==> src/rtl/wcs_pkg.sv <==
package wcs_pkg;

    typedef enum logic [2:0] {
        K_LOAD,
        K_IRQ,
        K_RET,
        K_CALL,
        K_XOP
    } kind_e;

    typedef enum logic [3:0] {
        S_IDLE,
        S_RWP,
        S_RPC,
        S_W13,
        S_W14,
        S_W15,
        S_W11,
        S_R15,
        S_R14,
        S_R13
    } step_e;

    // byte offset of workspace register n
    function automatic int unsigned reg_byte(input int unsigned n);
        return 2 * n;
    endfunction

endpackage

==> src/rtl/wcs_arbiter.sv <==
module wcs_arbiter
    import wcs_pkg::*;
#(
    parameter int W              = 16,
    parameter int LVL_W          = 4,
    parameter int unsigned HW_BASE  = 32'h0000,
    parameter int unsigned SW_BASE  = 32'h0040,
    parameter int unsigned LOAD_VEC = 32'hFFFC
) (
    input  logic             load_req,
    input  logic             irq_req,
    input  logic [LVL_W-1:0] irq_code,
    input  logic [LVL_W-1:0] mask,
    input  logic             ret_req,
    input  logic             call_req,
    input  logic [W-1:0]     call_vec,
    input  logic             xop_req,
    input  logic [LVL_W-1:0] xop_num,
    output logic             take,
    output kind_e            kind,
    output logic [W-1:0]     vec,
    output logic [LVL_W-1:0] new_mask
);
    logic irq_ok;

    assign irq_ok   = irq_req && (irq_code <= mask);
    assign new_mask = (irq_code == '0) ? '0 : irq_code - 1'b1;

    always_comb begin
        take = 1'b1;
        kind = K_XOP;
        vec  = W'(SW_BASE) + (W'(xop_num) << 2);
        if (load_req) begin
            kind = K_LOAD;
            vec  = W'(LOAD_VEC);
        end else if (irq_ok) begin
            kind = K_IRQ;
            vec  = W'(HW_BASE) + (W'(irq_code) << 2);
        end else if (ret_req) begin
            kind = K_RET;
            vec  = '0;
        end else if (call_req) begin
            kind = K_CALL;
            vec  = call_vec;
        end else if (!xop_req) begin
            take = 1'b0;
        end
    end

endmodule

==> src/rtl/wcs_port_map.sv <==
module wcs_port_map
    import wcs_pkg::*;
#(
    parameter int W = 16
) (
    input  step_e        step,
    input  logic [W-1:0] vec,
    input  logic [W-1:0] cur_wp,
    input  logic [W-1:0] cur_pc,
    input  logic [W-1:0] cur_st,
    input  logic [W-1:0] new_wp,
    input  logic [W-1:0] ea,
    output logic         req,
    output logic         we,
    output logic [W-1:0] addr,
    output logic [W-1:0] wdata
);
    localparam logic [W-1:0] OFS_LINK = W'(reg_byte(11));
    localparam logic [W-1:0] OFS_OWP  = W'(reg_byte(13));
    localparam logic [W-1:0] OFS_OPC  = W'(reg_byte(14));
    localparam logic [W-1:0] OFS_OST  = W'(reg_byte(15));

    always_comb begin
        req   = 1'b1;
        we    = 1'b0;
        addr  = '0;
        wdata = '0;
        unique case (step)
            S_RWP: addr = vec;
            S_RPC: addr = vec + W'(2);
            S_W13: begin we = 1'b1; addr = new_wp + OFS_OWP;  wdata = cur_wp; end
            S_W14: begin we = 1'b1; addr = new_wp + OFS_OPC;  wdata = cur_pc; end
            S_W15: begin we = 1'b1; addr = new_wp + OFS_OST;  wdata = cur_st; end
            S_W11: begin we = 1'b1; addr = new_wp + OFS_LINK; wdata = ea;     end
            S_R15: addr = cur_wp + OFS_OST;
            S_R14: addr = cur_wp + OFS_OPC;
            S_R13: addr = cur_wp + OFS_OWP;
            default: req = 1'b0;
        endcase
    end

endmodule

==> src/rtl/wp_ctx_seq.sv <==
module wp_ctx_seq
    import wcs_pkg::*;
#(
    parameter int W              = 16,
    parameter int LVL_W          = 4,
    parameter int unsigned HW_BASE  = 32'h0000,
    parameter int unsigned SW_BASE  = 32'h0040,
    parameter int unsigned LOAD_VEC = 32'hFFFC
) (
    input  logic             clk,
    input  logic             rst_n,
    input  logic             load_req,
    input  logic             irq_req,
    input  logic [LVL_W-1:0] irq_code,
    input  logic             ret_req,
    input  logic             call_req,
    input  logic [W-1:0]     call_vec,
    input  logic             xop_req,
    input  logic [LVL_W-1:0] xop_num,
    input  logic [W-1:0]     xop_ea,
    output logic             mem_req,
    output logic             mem_we,
    output logic [W-1:0]     mem_addr,
    output logic [W-1:0]     mem_wdata,
    input  logic [W-1:0]     mem_rdata,
    input  logic             mem_rdy,
    output logic             busy,
    output logic [W-1:0]     wp,
    output logic [W-1:0]     pc,
    output logic [W-1:0]     st
);
    typedef struct packed {
        step_e        step;
        kind_e        kind;
        logic [W-1:0] vec;
        logic [W-1:0] wp;
        logic [W-1:0] pc;
        logic [W-1:0] st;
        logic [W-1:0] nwp;
        logic [W-1:0] npc;
        logic [W-1:0] nst;
        logic [W-1:0] ea;
    } seq_t;

    seq_t q, d;

    logic             take;
    kind_e            a_kind;
    logic [W-1:0]     a_vec;
    logic [LVL_W-1:0] a_mask;

    wcs_arbiter #(
        .W(W), .LVL_W(LVL_W), .HW_BASE(HW_BASE), .SW_BASE(SW_BASE), .LOAD_VEC(LOAD_VEC)
    ) u_arb (
        .load_req (load_req),
        .irq_req  (irq_req),
        .irq_code (irq_code),
        .mask     (q.st[LVL_W-1:0]),
        .ret_req  (ret_req),
        .call_req (call_req),
        .call_vec (call_vec),
        .xop_req  (xop_req),
        .xop_num  (xop_num),
        .take     (take),
        .kind     (a_kind),
        .vec      (a_vec),
        .new_mask (a_mask)
    );

    wcs_port_map #(.W(W)) u_map (
        .step   (q.step),
        .vec    (q.vec),
        .cur_wp (q.wp),
        .cur_pc (q.pc),
        .cur_st (q.st),
        .new_wp (q.nwp),
        .ea     (q.ea),
        .req    (mem_req),
        .we     (mem_we),
        .addr   (mem_addr),
        .wdata  (mem_wdata)
    );

    always_comb begin
        d = q;
        unique case (q.step)
            S_IDLE: begin
                if (take) begin
                    d.kind = a_kind;
                    d.vec  = a_vec;
                    d.ea   = xop_ea;
                    d.nst  = q.st;
                    if (a_kind == K_IRQ) d.nst[LVL_W-1:0] = a_mask;
                    d.step = (a_kind == K_RET) ? S_R15 : S_RWP;
                end
            end
            S_RWP: if (mem_rdy) begin d.nwp = mem_rdata; d.step = S_RPC; end
            S_RPC: if (mem_rdy) begin d.npc = mem_rdata; d.step = S_W13; end
            S_W13: if (mem_rdy) d.step = S_W14;
            S_W14: if (mem_rdy) d.step = S_W15;
            S_W15: begin
                if (mem_rdy) begin
                    if (q.kind == K_XOP) begin
                        d.step = S_W11;
                    end else begin
                        d.wp = q.nwp; d.pc = q.npc; d.st = q.nst; d.step = S_IDLE;
                    end
                end
            end
            S_W11: if (mem_rdy) begin
                d.wp = q.nwp; d.pc = q.npc; d.st = q.nst; d.step = S_IDLE;
            end
            S_R15: if (mem_rdy) begin d.nst = mem_rdata; d.step = S_R14; end
            S_R14: if (mem_rdy) begin d.npc = mem_rdata; d.step = S_R13; end
            S_R13: if (mem_rdy) begin
                d.wp = mem_rdata; d.pc = q.npc; d.st = q.nst; d.step = S_IDLE;
            end
            default: d.step = S_IDLE;
        endcase
    end

    always_ff @(posedge clk or negedge rst_n) begin
        if (!rst_n) q <= '0;
        else        q <= d;
    end

    assign busy = (q.step != S_IDLE);
    assign wp   = q.wp;
    assign pc   = q.pc;
    assign st   = q.st;

    // no memory traffic while idle
    a_r1_idle_quiet: assert property (@(posedge clk) disable iff (!rst_n)
        !busy |-> !mem_req);

    // visible context frozen for the whole sequence
    a_r8_regs_hold: assert property (@(posedge clk) disable iff (!rst_n)
        busy |-> ($stable(wp) && $stable(pc) && $stable(st)));

    // a stalled access keeps its address, direction and data
    a_r10_stall_hold: assert property (@(posedge clk) disable iff (!rst_n)
        (mem_req && !mem_rdy) |=> (mem_req && $stable(mem_addr) && $stable(mem_we) && $stable(mem_wdata)));

    // a load request is always taken when idle
    a_r7_load_first: assert property (@(posedge clk) disable iff (!rst_n)
        (!busy && load_req) |=> (busy && q.kind == K_LOAD));

    // a masked interrupt alone starts nothing
    a_r6_masked_irq: assert property (@(posedge clk) disable iff (!rst_n)
        (!busy && irq_req && (irq_code > st[LVL_W-1:0]) && !load_req && !ret_req && !call_req && !xop_req)
        |=> !busy);

    // once busy, the sequence is never restarted from idle state
    a_r9_no_restart: assert property (@(posedge clk) disable iff (!rst_n)
        (busy && !mem_rdy) |=> busy);

endmodule

==> config.mk <==
export PLATFORM = sky130hd
export DESIGN_NAME = wp_ctx_seq
export DESIGN_NICKNAME = d
export VERILOG_FILES = /design/src/rtl/wcs_pkg.sv /design/src/rtl/wcs_arbiter.sv /design/src/rtl/wcs_port_map.sv /design/src/rtl/wp_ctx_seq.sv
export SDC_FILE = /design/constraint.sdc
export NUM_CORES = 1
export LEC_CHECK = 0
export ABC_AREA = 1
export BUFFER_PORTS_ARGS = -buffer_cell sky130_fd_sc_hd__buf_2
export CORE_ASPECT_RATIO = 1.25
export CORE_MARGIN = 2
export CORE_UTILIZATION = 59
export DETAILED_ROUTE_END_ITERATION = 8
export HOLD_SLACK_MARGIN = 0.03
export MAX_ROUTING_LAYER = met4
export PLACE_DENSITY = 0.82
export SYNTH_ARGS = -nofsm -noshare
export SYNTH_HDL_FRONTEND = slang
export SYNTH_HIERARCHICAL = 1
export SYNTH_SLANG_ARGS = --single-unit
==> constraint.sdc <==
create_clock -name clk -period 3.75 [get_ports clk]
set_input_delay 1.125 -clock clk [delete_from_list [all_inputs] [get_ports clk]]
set_output_delay 1.125 -clock clk [all_outputs]
set_load 0.05 [all_outputs]
# After elaboration in Yosys (flattened, before gate mapping)
# Cells that the tools add are included.
# classes
add_sub_neg,10
magnitude_cmp,1
eq_ne,24
mux,39
reduce_logical,16
# op_table
cell,count
$mux W48,4
$pmux W16 S9,1
$pmux W48 S3,1
$add A16 B5 Y16 const B,7
$mux W16,5
$pmux W16 S4,1
$mux W4,10
$pmux W4 S9,1
$mux W32,1
$pmux W16 S2,1
$mux W23,1
$ne A2 B2 Y1 const B,11
$mux W3,6
$add A16 B2 Y16 const B,1
$eq A4 B3 Y1 const B,4
$reduce_and A9 Y1,1
$reduce_or A9 Y1,1
$add A7 B6 Y8 const A,1
$eq A4 B2 Y1 const B,2
$eq A4 B4 Y1 const B,2
$logic_not A4 Y1,2
$mux W1,7
$reduce_and A2 Y1,3
$reduce_and A5 Y1,1
other kinds (14),15
# word_totals
regBits,135
inputBits,64
output_inout_bits,83
elab_cells,100

# Logic depth before layout (Yosys ltp)
# logic_depth
depth_word,8
mapped_depth,18
depth_no_buf,18

# By module
# Netlist, hierarchy kept.
# modules_own_cells
mod,n_inst,cells_per_inst,area_per_inst_um2,seq_area_each_um2
wp_ctx_seq,1,776,6271.0,3378.2
wcs_port_map,1,800,3677.3,0.0
wcs_arbiter,1,99,519.2,0.0

# Worst setup path after synthesis
# Ideal clock, no wire load.
# synth_path
kind,register to output
from,reg q[133] (netlist name)
to,out mem_addr[3]
t_arrival_ns,3.118
t_required_ns,2.625
path_slack_ns,-0.493
path_stages_with_launch,10
path_buffers,1
cell_sequence,dfrtp_1 > inv_2 > nor2_4 > nand2_4 > buf_6 > nand2_1 > nand2_1 > nand2_1 > nor2_1 > o311ai_0
# synth_between
elab_chain_len,2
elab_cells_between_ends,10
classes_between,eq/ne: 9; mux: 1
# synth_rtl
item,line,source
from (decl),wp_ctx_seq.sv:45,"seq_t q, d;"
from (signal assigned),wp_ctx_seq.sv:123,if (!rst_n) q <= '0;
from (signal assigned),wp_ctx_seq.sv:124,else q <= d;
"$eq A4 B4 Y1, or another cell as far along",wcs_port_map.sv:28,unique case (step)
$pmux W16 S9 (*),wcs_port_map.sv:28,
to (decl),wp_ctx_seq.sv:23,"output logic [W-1:0] mem_addr,"
# Every way passes the cells marked *; elsewhere a longest branch is shown, timed or not.

# Final worst setup path
# layout_path
from,reg q[49] (netlist name)
to,out mem_addr[13]
# layout_between
elab_chain_len,2
elab_cells_between_ends,5
classes_between,add/sub: 4; mux: 1
# layout_rtl
item,line
"$add A16 B5 Y16, on equally long branches",--
$pmux W16 S9 (*),wcs_port_map.sv:28
# Marked as above.

==> impl_metrics.env <==
export IMPL_finalInstanceArea_um2=12150
export IMPL_vias=11742
export IMPL_post_dp_hpwl_um=26650
export IMPL_worst_pin_slew_ps=1265
export IMPL_synth_edff_count=0
export IMPL_clkSlewWorstSetupHoldPaths_ps=70
export IMPL_power_leakage_uw=0.006655
export IMPL_nNetsFinal=1870
export IMPL_synthCells=1675
export IMPL_yosys_top_cells_count="nand2_1, nand3_1, dfrtp_1"
export IMPL_die_x_um=123.1
export IMPL_drc=0
export IMPL_synth_top_cell_area_share_pct=32.27
export IMPL_syn_area_per_cell_um2=6.249
export IMPL_syn_to_final_growth_pct=16.05
export IMPL_ys_async_sr_fraction_pct=100.0
export IMPL_finalCriticalPeriod_ps=3735
export IMPL_diodes=0
export IMPL_grt_max_degree=59
export IMPL_setup_viol=0
export IMPL_die_area_um2=18830
export IMPL_drt_initial_drc_count=1136
export IMPL_cp_depth=11
export IMPL_ys_ff_latch=135
export IMPL_vdd_drop_max_uv=633.6
export IMPL_gp_congestion=1.076
export IMPL_grt_overflow_total=0
export IMPL_core_area_um2=17430
export IMPL_portBuffers=146
export IMPL_hold_viol_final=0
export IMPL_grt_total_usage_pct=39.52
export IMPL_fillCellCount=1611
export IMPL_crit_fanout=5
export IMPL_synth_compound_area_share_pct=7.793
export IMPL_critPathMaxStageDelay_ps=400
export IMPL_power_density_nw_per_um2=989.6
export IMPL_ant_nets=0
export IMPL_fp_dieH_um=152.9
export IMPL_cp_required_ps=2620
export IMPL_reg2reg_depth=12
export IMPL_critPathKind="reg -> out"
export IMPL_synth_mux_area_share_pct=0
export IMPL_synth_seq_area_share_pct=32.27
export IMPL_grt_pass1_wl_um=56260
export IMPL_synth_area_um2=10470
export IMPL_cp_arrival_ps=2610
export IMPL_drtPass1Iterations=6
export IMPL_clkSinkCount=135
export IMPL_whs_path_depth=2
export IMPL_first_global_vias=10751
export IMPL_clk_latency_ps=440
export IMPL_synth_cell_type_count=41
export IMPL_synth_most_common_cell="nand2_1"
export IMPL_fin_tns_setup_ps=0
export IMPL_slew_violations=0
export IMPL_totalWireLength_um=36500
export IMPL_synth_main_ff_cell="dfrtp_1"
export IMPL_start_kind="flip-flop"
export IMPL_synth_top_family_by_area="simple AND/OR/NAND/NOR gates"
export IMPL_cts_buffers=17
export IMPL_worstPathBufferInverterCount=3
export IMPL_endpoint_kind="primary output"
export IMPL_cp_slowest_cell="dfrtp_2"
export IMPL_clock_skew_ps=9.793
export IMPL_synth_adder_area_share_pct=0.9563
export IMPL_hold_class="reg -> reg"
export IMPL_cts_tree="built"
export IMPL_fin_crit_sh_pct=99.61
export IMPL_viasPerCell=5.770
export IMPL_slew_headroom_pct=15.69
export IMPL_synthXorXnorAreaFrac_pct=0.4184
export IMPL_root_buffer="clkbuf_16"
export IMPL_synth_fp_nets=1747
export IMPL_drv_cap=0
export IMPL_num_io_pins=147
export IMPL_place_area_um2=11000
export IMPL_yosys_top_cells_area="dfrtp_1, nand2_1, nand3_1, nor2_1, inv_1"
export IMPL_clock_tree_buffer_depth=2
export IMPL_synth_simple_gate_area_share_pct=46.38
export IMPL_crit_top_cell="o21ai_1"
export IMPL_wl_per_cell_um=17.93
export IMPL_crit_family="simple AND/OR/NAND/NOR gates"
export IMPL_antenna_found_initial=0
export IMPL_clock_fmax_mhz=267.7
export IMPL_seq_area_um2=3385
export IMPL_drive_gt1_share_pct=20.43
export IMPL_start_util_pct=60.05
export IMPL_num_rows=54
export IMPL_status="completed"
export IMPL_htreeDepth=4
export IMPL_synth_top_area_cell="dfrtp_1"
export IMPL_worstPathCellList="inv_1 > ha_1 > o21ai_1 > buf_4 > nand3b_1 > o21ai_1 > o21ai_1 > nor2_2 > nor2_1 > nand4_1 > buf_6"
export IMPL_ys_warnings_count=6
export IMPL_multi_input_area_um2=6037
export IMPL_rsz0062_at_grt="yes"
## final cells by class
class                   count  area share, %
inverters                 129          4.058
multi-input cells        1299          49.70
repair buffers            216          11.34
flip-flops and latches    135          27.86
well taps                 224          2.307
clock inverters            15          1.236
clock buffers              17          3.502
## per-stage QoR
stage	setup slack, ps	instances	power [uW]	hold WS, ps	utilization (%)
after detailed placement	179.3	1970	9657	465.1	63.10
after floorplan	57.46	1675	8084	447.0	-
after global placement	190.8	1970	9555	462.1	63.10
final	14.78	2035	12020	483.5	69.69
after global routing	-104.4	2035	12760	500.4	69.69
after CTS	-3.371	2009	11510	484.9	67.09
## layout by cell type, fill, tap and decap left out, types with 6 or more instances in the layout
master     netlist  routed
a21oi_1         32      30
buf_2           19     135
buf_4           56      62
buf_6           15      13
clkbuf_16        0      17
dfrtp_1        135     130
ha_1             8       6
inv_1          115     108
inv_2           10      15
inv_6            0       6
inv_8            0       6
nand2_1        760     742
nand2_2         11      30
nand2_4          7       7
nand3_1        181     179
nand3_2         10      10
nand4_1         17      17
nor2_1         118     105
nor2_2          13      17
nor2_4           6      15
nor3_1          11       8
o2111ai_1       17      17
o21ai_0         71      64
o21ai_1          4       8
## worst reg2reg max path, cell delays in order, from the launching register on
cell and delay (ps):
dfrtp_1 450, inv_1 70, ha_1 290, a21oi_1 160, nand2_1 80, nand2_2 130
nand2_4 170, nand3_1 210, nand3_2 360, nand2_2 310, buf_4 230, nand2_1 70
nand2_1 60
## kinds of logic after synthesis
group | count (synthesis)
AOI/OAI and AO/OA | 140
xor gates and xnor gates | 5
adders and majority gates | 8
buffers and inverters | 243
DFF | 135
and+or+nand+nor | 1144
## registers in the layout (all words and copies together) (netlist names)
signal,cells
q,87
pc,16
st,16
wp,16
## power breakdown
group / internal, uW / switching (uW)
logic: 2060 / 5350
registers: 2130 / 810
clock network: 891 / 787
total: 5070 / 6950
## metal layers
metal	part of all wire, %	track usage, %	wire [um]
met5	0	-	0
met4	4.3	14.50	1581
met3	8.3	5.485	3038
met2	48	63.03	17510
met1	39	50.98	14370
## final timing paths
check / slack (ps) / start / to
max: 10 / q[49]$_DFFE_PN0P_ / mem_addr[13]
min: 480 / q[5]$_DFFE_PN0P_ / q[5]$_DFFE_PN0P_
max reg2reg: 1080 / st[3]$_DFFE_PN0P_ / q[25]$_DFFE_PN0P_
min reg2reg: 480 / q[5]$_DFFE_PN0P_ / q[5]$_DFFE_PN0P_
max in group asynchronous: 2360 / rst_n / pc[13]$_DFFE_PN0P_
min in group asynchronous: 630 / rst_n / st[2]$_DFFE_PN0P_
## repair_timing
action | CTS | global route
cloned | 0 | 3
pin swaps | 3 | 20
hold buffers | 0 | 0
gates resized for setup | 27 | 77
buffers inserted | 7 | 23
endpoints found under the setup margin | 11 | 15
No activity file was read; power rests on OpenSTA's default activity.
